$ cat src/rtl/chain_addr_pkg.sv
package chain_addr_pkg;

  typedef enum logic [1:0] {
    CMD_READ    = 2'd0,
    CMD_WRITE   = 2'd1,
    CMD_QUIET   = 2'd2,
    CMD_SETADDR = 2'd3
  } cmdKind_e;

  // Control-to-datapath strobes
  typedef struct packed {
    logic latchAddr;
  } dpCtrl_t;

endpackage

$ cat src/rtl/chain_addr_ctrl_fsm.sv
module chain_addr_ctrl_fsm
  import chain_addr_pkg::*;
#(
  parameter int ADDR_W = 8
) (
  input  logic              clk,
  input  logic              rstN,
  input  logic              cmdValid,
  input  cmdKind_e          cmdKind,
  input  logic              cmdBcast,
  input  logic [ADDR_W-1:0] cmdAddr,
  input  logic [ADDR_W-1:0] curAddr,
  output dpCtrl_t           dpCtrl,
  output logic              relayStb,
  output logic              replyStb
);

  logic quietQ;
  logic assignedQ;
  logic addrHit;
  logic relayNext;
  logic replyNext;
  logic takeAddr;
  logic enterQuiet;

  assign addrHit = (cmdAddr == curAddr);

  always_comb begin
    relayNext  = 1'b0;
    replyNext  = 1'b0;
    takeAddr   = 1'b0;
    enterQuiet = 1'b0;
    if (cmdValid) begin
      unique case (cmdKind)
        CMD_READ: begin
          if (cmdBcast) begin
            replyNext = 1'b1;
            relayNext = !quietQ;
          end else if (addrHit) begin
            replyNext = 1'b1;
          end else begin
            relayNext = !quietQ;
          end
        end
        CMD_WRITE: begin
          if (cmdBcast || !addrHit) relayNext = !quietQ;
        end
        CMD_QUIET: begin
          relayNext  = 1'b1;
          enterQuiet = 1'b1;
        end
        CMD_SETADDR: begin
          if (quietQ && !assignedQ) takeAddr = 1'b1;
          else relayNext = 1'b1;
        end
        default: ;
      endcase
    end
  end

  assign dpCtrl.latchAddr = takeAddr;

  always_ff @(posedge clk) begin
    if (!rstN) begin
      quietQ    <= 1'b0;
      assignedQ <= 1'b0;
      relayStb  <= 1'b0;
      replyStb  <= 1'b0;
    end else begin
      relayStb <= relayNext;
      replyStb <= replyNext;
      if (enterQuiet) quietQ <= 1'b1;
      if (enterQuiet) assignedQ <= 1'b0;
      else if (takeAddr) assignedQ <= 1'b1;
    end
  end

  // quiet mode persists until reset
  a_r4_quiet_sticky: assert property (@(posedge clk) disable iff (!rstN)
    quietQ |=> quietQ);

  // an address is only accepted while the chain is quiet
  a_r6_assign_in_quiet: assert property (@(posedge clk) disable iff (!rstN)
    $rose(assignedQ) |-> quietQ);

  // an absorbed set-address is never passed on
  a_r6_absorb_no_relay: assert property (@(posedge clk) disable iff (!rstN)
    dpCtrl.latchAddr |=> (!relayStb && !replyStb));

  // strobes only follow a command
  a_r11_strobe_after_cmd: assert property (@(posedge clk) disable iff (!rstN)
    (relayStb || replyStb) |-> $past(cmdValid));

  // broadcast read always answered
  a_r2_bcast_reply: assert property (@(posedge clk) disable iff (!rstN)
    (cmdValid && cmdKind == CMD_READ && cmdBcast) |=> replyStb);

  // assigned chip relays set-address
  a_r7_assigned_relays: assert property (@(posedge clk) disable iff (!rstN)
    (cmdValid && cmdKind == CMD_SETADDR && assignedQ) |=> relayStb);

endmodule

$ cat src/rtl/chain_addr_datapath.sv
module chain_addr_datapath
  import chain_addr_pkg::*;
#(
  parameter int ADDR_W  = 8,
  parameter int NONCE_W = 32
) (
  input  logic               clk,
  input  logic               rstN,
  input  dpCtrl_t            dpCtrl,
  input  logic [ADDR_W-1:0]  newAddr,
  input  logic [NONCE_W-1:0] nonceIn,
  output logic [ADDR_W-1:0]  curAddr,
  output logic [NONCE_W-1:0] nonceOut
);

  localparam int PAD_W = NONCE_W - ADDR_W;

  logic [ADDR_W-1:0]  addrQ;
  logic [NONCE_W-1:0] addrWide;

  always_ff @(posedge clk) begin
    if (!rstN) addrQ <= '0;
    else if (dpCtrl.latchAddr) addrQ <= newAddr;
  end

  assign curAddr  = addrQ;
  assign addrWide = {{PAD_W{1'b0}}, addrQ};
  assign nonceOut = nonceIn + addrWide;

  // address moves only on an absorbed set-address
  a_r9_addr_hold: assert property (@(posedge clk) disable iff (!rstN)
    !dpCtrl.latchAddr |=> $stable(addrQ));

  // absorbed payload becomes the address
  a_r6_addr_load: assert property (@(posedge clk) disable iff (!rstN)
    dpCtrl.latchAddr |=> (curAddr == $past(newAddr)));

endmodule

$ cat src/rtl/chain_addr_ctrl.sv
module chain_addr_ctrl
  import chain_addr_pkg::*;
#(
  parameter int ADDR_W  = 8,
  parameter int NONCE_W = 32
) (
  input  logic               clk,
  input  logic               rstN,
  input  logic               cmdValid,
  input  logic [1:0]         cmdType,
  input  logic               cmdBcast,
  input  logic [ADDR_W-1:0]  cmdAddr,
  input  logic [ADDR_W-1:0]  cmdData,
  input  logic [NONCE_W-1:0] nonceIn,
  output logic               relayStb,
  output logic               replyStb,
  output logic [ADDR_W-1:0]  curAddr,
  output logic [NONCE_W-1:0] nonceOut
);

  dpCtrl_t  dpCtrl;
  cmdKind_e cmdKind;

  assign cmdKind = cmdKind_e'(cmdType);

  chain_addr_ctrl_fsm #(.ADDR_W(ADDR_W)) uCtrl (
    .clk      (clk),
    .rstN     (rstN),
    .cmdValid (cmdValid),
    .cmdKind  (cmdKind),
    .cmdBcast (cmdBcast),
    .cmdAddr  (cmdAddr),
    .curAddr  (curAddr),
    .dpCtrl   (dpCtrl),
    .relayStb (relayStb),
    .replyStb (replyStb)
  );

  chain_addr_datapath #(.ADDR_W(ADDR_W), .NONCE_W(NONCE_W)) uDp (
    .clk      (clk),
    .rstN     (rstN),
    .dpCtrl   (dpCtrl),
    .newAddr  (cmdData),
    .nonceIn  (nonceIn),
    .curAddr  (curAddr),
    .nonceOut (nonceOut)
  );

  // strobes last a single cycle when commands are spaced
  a_r11_single_cycle: assert property (@(posedge clk) disable iff (!rstN)
    (relayStb && !$past(cmdValid, 1)) |-> 1'b0);

endmodule

$ cat config.mk
export PLATFORM = sky130hd
export DESIGN_NAME = chain_addr_ctrl
export DESIGN_NICKNAME = d
export VERILOG_FILES = /design/src/rtl/chain_addr_pkg.sv /design/src/rtl/chain_addr_ctrl_fsm.sv /design/src/rtl/chain_addr_datapath.sv /design/src/rtl/chain_addr_ctrl.sv
export SDC_FILE = /design/constraint.sdc
export NUM_CORES = 1
export LEC_CHECK = 0
export BUFFER_PORTS_ARGS = -buffer_cell sky130_fd_sc_hd__buf_2
export CORE_MARGIN = 2
export CORE_UTILIZATION = 40
export CTS_CLUSTER_SIZE = 30
export DETAILED_ROUTE_END_ITERATION = 8
export HOLD_SLACK_MARGIN = 0.1
export PLACE_DENSITY_LB_ADDON = 0.3
export SYNTH_ARGS = -nofsm -noshare
export SYNTH_HDL_FRONTEND = slang
export SYNTH_SLANG_ARGS = --single-unit
$ cat constraint.sdc
create_clock -name clk -period 2.6 [get_ports clk]
set_input_delay 0.26 -clock clk [delete_from_list [all_inputs] [get_ports clk]]
set_output_delay 0.26 -clock clk [all_outputs]
set_load 0.02 [all_outputs]
# Yosys cells after proc, flatten, opt, wreduce, memory -nomap -nowiden
# Index checks and enable logic that the tools add are counted.
# W data, S select, Z words.
[totals] reg_bits=12 in_bits=54 out_inout_bits=42 word_cells=32
[classes] addsub=1 eq_ne=4 mux=12 bitwise_logic=1 reduce_logical=9
[op_table] operator="$add A32 B8 Y32" n=1
[op_table] operator="$mux W1" n=11
[op_table] operator="$eq A8 B8 Y1" n=1
[op_table] operator="$eq A2 B2 Y1 const B" n=2
[op_table] operator="$pmux W1 S4" n=1
[op_table] operator="$logic_not A1 Y1" n=3
[op_table] operator="$reduce_and A3 Y1" n=1
[op_table] operator="$eq A2 B1 Y1 const B" n=1
[op_table] operator="$logic_not A2 Y1" n=1
[op_table] operator="$reduce_and A2 Y1" n=1
[op_table] operator="$reduce_or A2 Y1" n=1
[op_table] operator="$logic_and A1 B1 Y1" n=1
[op_table] operator="$logic_or A1 B1 Y1" n=1
[op_table] operator="$not A1 Y1" n=1

# Logic depth before layout (Yosys ltp)
# Gate-level depths: netlist of the first run.
[logic_depth] ltp_word=5 mapped_depth=8 mapped_depth_nobuf=7

# Hierarchy
# From an unflattened synthesis of the first run, not the netlist that was laid out.
[hier_totals] hier_cells=157 area_unflattened_um2=1327.5
[by_module_without_submodules] mod="chain_addr_datapath" instances=1 cells_each=127 area_each_um2=1078.5 seq_area_each_um2=160.2
[by_module_without_submodules] mod="chain_addr_ctrl_fsm" instances=1 cells_each=30 area_each_um2=249.0 seq_area_each_um2=80.1

# Least setup slack after synthesis of the first run
# OpenSTA, ideal clock, no wires.
[synth_timing] path_kind="flip-flop to output port" startpoint="reg uDp.addrQ[0] (netlist: uDp.curAddr[0])" endpoint="out nonceOut[28]" arrival_ns=2.339 t_required_ns=2.340 path_slack_ns=0.001 path_stages_with_launch=9 n_path_buf=1 path_cell_list="dfxtp_1 ha_1 fa_1 a21o_1 a221oi_1 a2111o_1 buf_6 nor3_2 xnor2_1"
[synth_between] elab_chain_len=1
[synth_rtl] element="start: declaration" line="chain_addr_datapath.sv:18" source="logic [ADDR_W-1:0] addrQ;"
[synth_rtl] element="start signal: assignment" line="chain_addr_datapath.sv:23" source="else if (dpCtrl.latchAddr) addrQ <= newAddr;"
[synth_rtl] element="$add A32 B8 Y32" line="chain_addr_datapath.sv:28" source="assign nonceOut = nonceIn + addrWide;"
[synth_rtl] element="end: declaration" line="chain_addr_ctrl.sv:18" source="output logic [NONCE_W-1:0] nonceOut"
# Every way passes these cells.

# Worst setup path in the final report of the first run
[layout_timing] startpoint="reg uDp.addrQ[0] (netlist: uDp.curAddr[0])" endpoint="out nonceOut[24]"
# The elaborated chain is that of the path after synthesis.

==> impl_metrics.csv, run 1 <==
group,metric,value,unit
outcome,status,"finished with violations",
outcome,violations_in_the_final_reports,"negative setup slack",
route,routed_wire_length_per_instance,12.7,um
sta,number_of_hold_slack_violations_in_the_final_timing_report,0,
critical_path,cell_with_the_most_instances_on_the_worst_path,"buf_4",
pwr,power_density,241,nW/um2
synth,post_synthesis_compound_gate_area_fraction,0.168,
critical_path,worstPathCellList,"ha_4 -> fa_2 -> a21o_1 -> a221oi_2 -> buf_4 -> a2111o_1 -> buf_12 -> nor3_2 -> xor2_1 -> buf_4",
finish,number_of_nets_in_the_finished_design,343,
clocking,clock_tree.root_cell,"clkbuf_4",
placed_design,dp.final_hpwl,3180,um
clocking,post_cts_hold_buffer_count,0,
route,antenna_violating_nets_post_route,0,
critical_path,critical_path.max_stage_delay,0.40,ns
synth,syn-num-nets,234,
synth,synth-seq-area-share,0.169,
synth,yosys_warnings,0,
clocking,tritoncts,"built",
finish,post-route-util,0.677,
synth,post_synth_mux_area_share,0.0632,
min_path,timing.hold.worst.class,"in -> reg",
synth,synth_top_family_by_area,"simple AND/OR/NAND/NOR gates",
synth,synth_top_cells_by_count,"xor2_1, nand2_1, dfxtp_1, nor2_1",
synth,post-synth-top-area-fraction,0.169,
pwr,p_leak,1.13,nW
sta,setup_ws,-0.0770,ns
route,detail_route.iter0.violations,29,
clocking,cts_htree_levels,1,
global_route,grt_pass1_vias,1548,
global_route,grt_max_degree,13,
floorplanning,fp.coreArea,3390,um2
critical_path,kind_of_critical_path,"reg -> out",
critical_path,crit_family,"compound AO/OA/AOI/OAI gates",
synth,avgSynthCellArea,8.33,um2
synth,yosys.area_share.adder,0.0843,
sta,worst_slew_pin_tran,0.505,ns
sta,finalMaxSlewViolations,0,
clocking,cts.path.max_buffers,2,
synth,cell_count_after_synthesis,171,
floorplanning,die_span_in_x,63.7,um
critical_path,worstPathRequired,2.34,ns
sta,finalCritPeriodShare,1.03,
critical_path,critical_path_buf_inv_count,3,
synth,ys_types,40,
synth,synth_enable_flop_cells,0,
critical_path,worst-path-max-fanout,8,
sta,hold_ws,0.169,ns
finish,syn_to_final_growth,61.1,%
placed_design,globalplace.congestion,0.780,
clocking,cts_inserted_buffers,3,
floorplanning,die_height,63.7,um
clocking,worst_skew_pair.late_latency,0.28,ns
route,vias,1612,
route,totalWireLength,4130,um
critical_path,critPathSlowestCell,"a2111o_1",
route,drc,0,
global_route,grt-ovfl-total,0,
synth,synthSimpleGateAreaFrac,0.262,
global_route,grt_first_pass_wirelength,6360,um
sta,layout_min_cycle_time,2.68,ns
floorplanning,floorplan.die_area,4060,um2
sta,setup_violating_endpoint_count_in_the_final_report,8,
placed_design,port-buffer-count,95,
floorplanning,num_io_pins,96,
global_route,total_track_usage,0.193,
synth,synth_seq_cells,12,
sta,clock-skew-final,0.00351,ns
route,firstDrtPassIters,4,
floorplanning,core.rowCount,21,
pwr,power.total,0.553,mW
critical_path,critical_path_end_type,"primary output",
clocking,clk_pin_slew_worst_paths,0.07,ns
flow_run,maxCapViolations,0,
synth,synth_async_sr_flop_share,0,
sta,max_freq,374,MHz
synth,synth_xor_area_frac,0.221,
synth,synth_top_area_cells,"dfxtp_1, xor2_1, ha_1",
pwr,peakVddDrop,207,uV
finish,insertedDiodeCount,0,
critical_path,worst_setup_sp_type,"flip-flop",
finish,drive_above_1_share,0.491,
floorplanning,initial_util,0.420,
route,vias_per_cell,4.96,
critical_path,worstPathArrival,2.42,ns
global_route,grt_antenna_before_repair,0,
sta,relSlewSlack,0.660,
sta,rsz_0062_raised_after_global_routing,"yes",
synth,synth_flop_cell,"dfxtp_1",
synth,synthDominantAreaCellType,"dfxtp_1",
synth,yosysMostFrequentCell,"xor2_1",
clocking,clock_sinks,12,
synth,synth_area,1430,um2
[kinds of logic after synthesis]
kind of cell / count (synthesis)
AND/OR/NAND/NOR: 64
buffers and inverters: 10
flip-flops: 12
adder cells (fa/ha/maj): 9
multiplexers: 9
XOR/XNOR: 36
AO/OA/AOI/OAI: 31
[path summary, 6_finish.rpt]
check,startpoint,to,slack [ns],cells past startpoint
setup / recovery,uDp.curAddr[0],nonceOut[24],-0.08,10
hold / removal,cmdType[0],uCtrl.replyStb,0.17,2
setup reg to reg,uDp.curAddr[0],uCtrl.relayStb,1.09,6
hold reg to reg,uCtrl.quietQ,uCtrl.quietQ,0.53,1
[metal layers]
layer | GRT usage | routed length (um)
met5 | 0 | 0
met4 | 0.0571 | 48
met3 | 0.0250 | 195
met2 | 0.361 | 2120
met1 | 0.226 | 1760
[cell usage in the layout, fill, tap and decap left out, types with 2 or more instances in the layout]
cell / netlist / layout
buf_2: 2 / 77
buf_4: 0 / 30
xor2_1: 26 / 26
nand2_1: 15 / 15
nor2_1: 11 / 10
xnor2_1: 10 / 10
nor2b_1: 10 / 10
dfxtp_1: 12 / 10
nand3_1: 9 / 9
mux2i_1: 9 / 9
a21oi_1: 8 / 8
inv_1: 5 / 5
a2111oi_4: 0 / 5
ha_4: 0 / 5
a21o_1: 3 / 3
and3_1: 3 / 3
a211oi_1: 3 / 3
nor4_1: 3 / 3
clkbuf_4: 0 / 3
nor3_2: 3 / 2
o21a_1: 2 / 2
nor3_1: 2 / 2
a31oi_1: 2 / 2
ha_1: 8 / 2
dfxtp_2: 0 / 2
[worst register-to-register path: stages (launching register included)]
cell and delay [ns]:
dfxtp_2 0.34, buf_4 0.14, xor2_1 0.15, nor4_1 0.47, a31oi_1 0.15, nor2_1 0.11, nor3_1 0.05
[flip-flops by register name (all words and copies together) (netlist names)]
name and flops:
uCtrl.relayStb 1, uCtrl.quietQ 1, uDp.curAddr 8, uCtrl.assignedQ 1
uCtrl.replyStb 1
[metrics by stage]
| stage | TNS [ns] | setup WS (ns) | instances | cell area, um2 |
|---|---|---|---|---|
| after floorplan | 0 | 0.00116 | 171 | 1430 |
| after global placement | 0 | 0.0977 | 316 | 2010 |
| after detailed placement | 0 | 0.0330 | 316 | 2010 |
| after CTS | -0.664 | -0.105 | 322 | 2150 |
| after global routing | -2.41 | -0.204 | 325 | 2300 |
| final | -0.397 | -0.0770 | 325 | 2300 |
[final cells by class]
cell class                      instances  area (um2)
Sequential cell                        12         243
Timing Repair Buffer                  109         642
Tap cell                               46        57.6
Clock buffer                            4        36.3
Inverter                                5        18.8
Multi-Input combinational cell        149        1300
Fill cell                             284        1090
[repair_timing]
action | CTS | global route
resized for setup | 20 | 24
buffers inserted | 2 | 3
setup endpoints to repair | 17 | 23
pin swaps | 5 | 6
[power breakdown]
group	leakage [nW]	switching [mW]	internal, mW
Combinational	1.01	0.120	0.0968
Sequential	0.0982	0.00234	0.187
Clock	0.0210	0.0613	0.0852
Total	1.13	0.184	0.369
Note: power is estimated with default switching activity, not from simulation.
==> run 2, diff against run 1 <==
Settings changed: CTS_CLUSTER_SIZE 30 to 25, MAX_ROUTING_LAYER from default to met4.
==> impl_metrics.csv, run 2 (same netlist as run 1, synthesis figures left out) <==
group,metric,value,unit
outcome,status,"finished with violations",
outcome,violations_in_the_final_reports,"negative setup slack",
floorplanning,floorplan.die_area,4060,um2
finish,drive_above_1_share,0.491,
route,drc,0,
sta,rsz_0062_raised_after_global_routing,"yes",
placed_design,placed_area,2010,um2
route,routed_wire_length_per_instance,12.7,um
route,vias,1612,
placed_design,port-buffer-count,95,
floorplanning,num_io_pins,96,
floorplanning,initial_util,0.420,
sta,clock-skew-final,0.000908,ns
pwr,power_density,242,nW/um2
critical_path,kind_of_critical_path,"reg -> out",
route,antenna_violating_nets_post_route,0,
floorplanning,core.rowCount,21,
min_path,timing.hold.worst.class,"in -> reg",
clocking,tritoncts,"built",
sta,setup_ws,-0.0773,ns
sta,number_of_hold_slack_violations_in_the_final_timing_report,0,
critical_path,worstPathRequired,2.34,ns
critical_path,worst-path-max-fanout,8,
finish,number_of_nets_in_the_finished_design,343,
clocking,worst_skew_pair.late_latency,0.28,ns
route,detail_route.iter0.violations,47,
global_route,grt_first_pass_wirelength,6380,um
clocking,clk_pin_slew_worst_paths,0.07,ns
sta,worst_slew_pin_tran,0.505,ns
sta,setup_violating_endpoint_count_in_the_final_report,8,
sta,final.setup.tns,-0.400,ns
clocking,clock_tree.root_cell,"clkbuf_4",
finish,largest_register_ffs,8,
pwr,peakVddDrop,212,uV
clocking,cts.path.max_buffers,2,
finish,layout_common_cells,"buf_2, buf_4, xor2_1, nand2_1",
critical_path,worst_setup_sp_type,"flip-flop",
flow_run,maxCapViolations,0,
sta,relSlewSlack,0.660,
placed_design,dp_slack,0.0330,ns
global_route,total_track_usage,0.199,
clocking,cts_htree_levels,1,
floorplanning,die_span_in_x,63.7,um
global_route,grt_pass1_vias,1545,
clocking,clock_sinks,12,
critical_path,worstPathArrival,2.42,ns
floorplanning,fp.coreArea,3390,um2
route,firstDrtPassIters,4,
route,vias_per_cell,4.96,
floorplanning,die_height,63.7,um
global_route,grt_max_degree,13,
finish,finish.instance_area,2300,um2
global_route,grt_antenna_before_repair,0,
finish,insertedDiodeCount,0,
pwr,power.total,0.556,mW
sta,layout_min_cycle_time,2.68,ns
clocking,cts_inserted_buffers,3,
critical_path,critical_path_end_type,"primary output",
route,totalWireLength,4140,um
pwr,p_leak,1.13,nW
sta,max_freq,374,MHz
placed_design,globalplace.congestion,0.790,
global_route,grt-ovfl-total,0,
placed_design,dp.final_hpwl,3180,um
sta,finalCritPeriodShare,1.03,
finish,syn_to_final_growth,61.1,%
finish,final_common_cell,"buf_2",
sta,finalMaxSlewViolations,0,
[run 2: cell counts in the layout (fill, tap and decap cells not counted)]
Identical to the previous run, type by type.
[run 2: power breakdown]
part	switching (mW)	total (mW)	leakage, nW	internal, mW
combinational	0.121	0.217	1.01	0.0968
clock	0.0638	0.149	0.0210	0.0853
sequential	0.00235	0.189	0.0982	0.187
total	0.187	0.556	1.13	0.369
[run 2: layout make-up]
cell class,count,area [um2]
fillers,284,1090
flip-flops and latches,12,243
clock buffers,4,36.3
inverters,5,18.8
well taps,46,57.6
multi-input cells,149,1300
repair buffers,109,642
[run 2: critical path, stage by stage (launching register included)]
cell and delay (ns):
dfxtp_2 0.36, ha_4 0.15, fa_2 0.21, a21o_1 0.16, a221oi_2 0.06, buf_4 0.14, a2111o_1 0.40, buf_12 0.16
nor3_2 0.16, xor2_1 0.17, buf_4 0.16
[run 2: stage by stage]
stage | utilization | hold slack, ns | instances
2_1_floorplan | - | 0.338 | 171
3_3_place_gp | 0.593 | 0.462 | 316
3_5_place_dp | 0.593 | 0.462 | 316
4_1_cts | 0.635 | 0.156 | 322
5_1_grt | 0.677 | 0.156 | 325
6_report | 0.677 | 0.164 | 325
[run 2: repair_timing]
action,in CTS,in global routing
hold buffers,0,0
setup endpoints to repair,17,23
pin swaps,5,6
gates resized for setup,20,24
setup buffers,2,3
[run 2: final timing paths]
check	startpoint	depth (start not counted)	slack, ns	endpoint
min	cmdType[0]	2	0.16	uCtrl.replyStb
max	uDp.curAddr[0]	10	-0.08	nonceOut[24]
max reg2reg	uDp.curAddr[0]	6	1.09	uCtrl.relayStb
min reg2reg	uCtrl.quietQ	1	0.53	uCtrl.quietQ
[run 2: routing by layer]
metal | routed length, um | GRT usage | vias up
li1 | - | - | 829
met1 | 1770 | 0.228 | 716
met2 | 2120 | 0.361 | 62
met3 | 195 | 0.0250 | 5
met4 | 48 | 0.0571 | 0
met5 | 0 | - | -
==> run 3, diff against run 2 <==
Settings changed: SKIP_LAST_GASP from default to 1.
==> impl_metrics.csv, run 3 (same netlist as run 1, synthesis figures left out) <==
group,metric,value,unit
finish,final_common_cell,"buf_2",
clocking,cts.path.max_buffers,2,
global_route,grt_pass1_vias,1545,
placed_design,placedCellCount,316,
clocking,clock_sinks,12,
critical_path,kind_of_critical_path,"reg -> out",
outcome,violations_in_the_final_reports,"negative setup slack",
clocking,tritoncts,"built",
sta,clock-skew-final,0.00145,ns
flow_run,maxCapViolations,0,
route,vias,1612,
sta,rsz_0062_raised_after_global_routing,"yes",
global_route,total_track_usage,0.199,
outcome,status,"finished with violations",
critical_path,worst_setup_sp_type,"flip-flop",
route,routed_wire_length_per_instance,12.7,um
critical_path,critical_path_end_type,"primary output",
sta,number_of_hold_slack_violations_in_the_final_timing_report,0,
pwr,peakVddDrop,211,uV
clocking,post_cts_hold_buffer_count,0,
floorplanning,die_height,63.7,um
finish,layout_common_cells,"buf_2, xor2_1, buf_4, nand2_1",
critical_path,worstPathRequired,2.34,ns
floorplanning,initial_util,0.420,
sta,layout_min_cycle_time,2.68,ns
pwr,power_density,242,nW/um2
route,drc,0,
sta,worst_slew_pin_tran,0.465,ns
clocking,clk_pin_slew_worst_paths,0.07,ns
finish,syn_to_final_growth,60.4,%
pwr,power.total,0.553,mW
finish,post-route-util,0.674,
min_path,timing.hold.worst.class,"in -> reg",
sta,setup_ws,-0.0836,ns
sta,hold_ws,0.165,ns
route,totalWireLength,4120,um
finish,drive_above_1_share,0.491,
placed_design,dp_slack,0.0330,ns
finish,stdcell_count,325,
placed_design,port-buffer-count,95,
sta,relSlewSlack,0.687,
placed_design,dp.final_hpwl,3180,um
sta,finalCritPeriodShare,1.03,
clocking,worst_skew_pair.late_latency,0.28,ns
pwr,p_leak,1.12,nW
global_route,grt_antenna_before_repair,0,
route,firstDrtPassIters,4,
floorplanning,floorplan.die_area,4060,um2
sta,finalMaxSlewViolations,0,
placed_design,globalplace.congestion,0.790,
route,detail_route.iter0.violations,35,
floorplanning,fp.coreArea,3390,um2
global_route,grt_max_degree,13,
global_route,grt-ovfl-total,0,
clocking,clock_tree.root_cell,"clkbuf_4",
route,antenna_violating_nets_post_route,0,
min_path,holdPathStages,2,
clocking,cts_inserted_buffers,3,
sta,max_freq,373,MHz
floorplanning,num_io_pins,96,
finish,largest_register_ffs,8,
floorplanning,core.rowCount,21,
critical_path,worst-path-max-fanout,8,
route,vias_per_cell,4.96,
sta,setup_violating_endpoint_count_in_the_final_report,8,
finish,insertedDiodeCount,0,
critical_path,worst-r2r-cell-count,6,
finish,number_of_nets_in_the_finished_design,343,
critical_path,worstPathArrival,2.42,ns
floorplanning,die_span_in_x,63.7,um
clocking,cts_htree_levels,1,
global_route,grt_first_pass_wirelength,6380,um
[run 3: per-stage QoR]
| stage | TNS, ns | area [um2] |
|---|---|---|
| after detailed placement | 0 | 2010 |
| after global routing | -2.41 | 2290 |
| after floorplan | 0 | 1430 |
| after global placement | 0 | 2010 |
| after CTS | -0.664 | 2150 |
| final | -0.430 | 2290 |
[run 3: final cells by class]
type	count	area [um2]
well taps	46	57.6
multi-input cells	149	1300
fillers	284	1100
clock buffers	4	36.3
inverters	5	18.8
repair buffers	109	632
flip-flops and latches	12	243
[run 3: routing by layer]
metal,GRT usage,vias up,share of wire
met4,0.0571,0,0.012
met3,0.0250,5,0.046
met5,-,-,0
met1,0.228,715,0.43
met2,0.361,62,0.51
li1,-,830,-
[run 3: worst max-delay path, stage by stage, from the launching register on]
cell	delay [ns]
dfxtp_2	0.36
ha_4	0.15
fa_2	0.21
a21o_1	0.16
a221oi_2	0.07
buf_4	0.14
a2111o_1	0.40
buf_12	0.16
nor3_2	0.16
xor2_1	0.17
buf_4	0.16
[run 3: timing repair]
item / 4_1_cts / 5_1_grt
buffers inserted: 2 / 3
endpoints found under the setup margin: 17 / 23
gates cloned: 0 / 0
pin swaps: 5 / 6
resized for setup: 20 / 20
[run 3: report_power, final]
group	switching [mW]	leakage, nW	internal (mW)
Combinational	0.120	1.01	0.0950
Clock	0.0634	0.0210	0.0852
Sequential	0.00238	0.0982	0.187
Total	0.186	1.12	0.367
[run 3: path summary, 6_finish.rpt]
kind	from	endpoint	slack (ns)
max reg2reg	uDp.curAddr[0]	uCtrl.relayStb	1.12
min reg2reg	uCtrl.quietQ	uCtrl.quietQ	0.53
max	uDp.curAddr[0]	nonceOut[24]	-0.08
min	cmdType[0]	uCtrl.replyStb	0.16
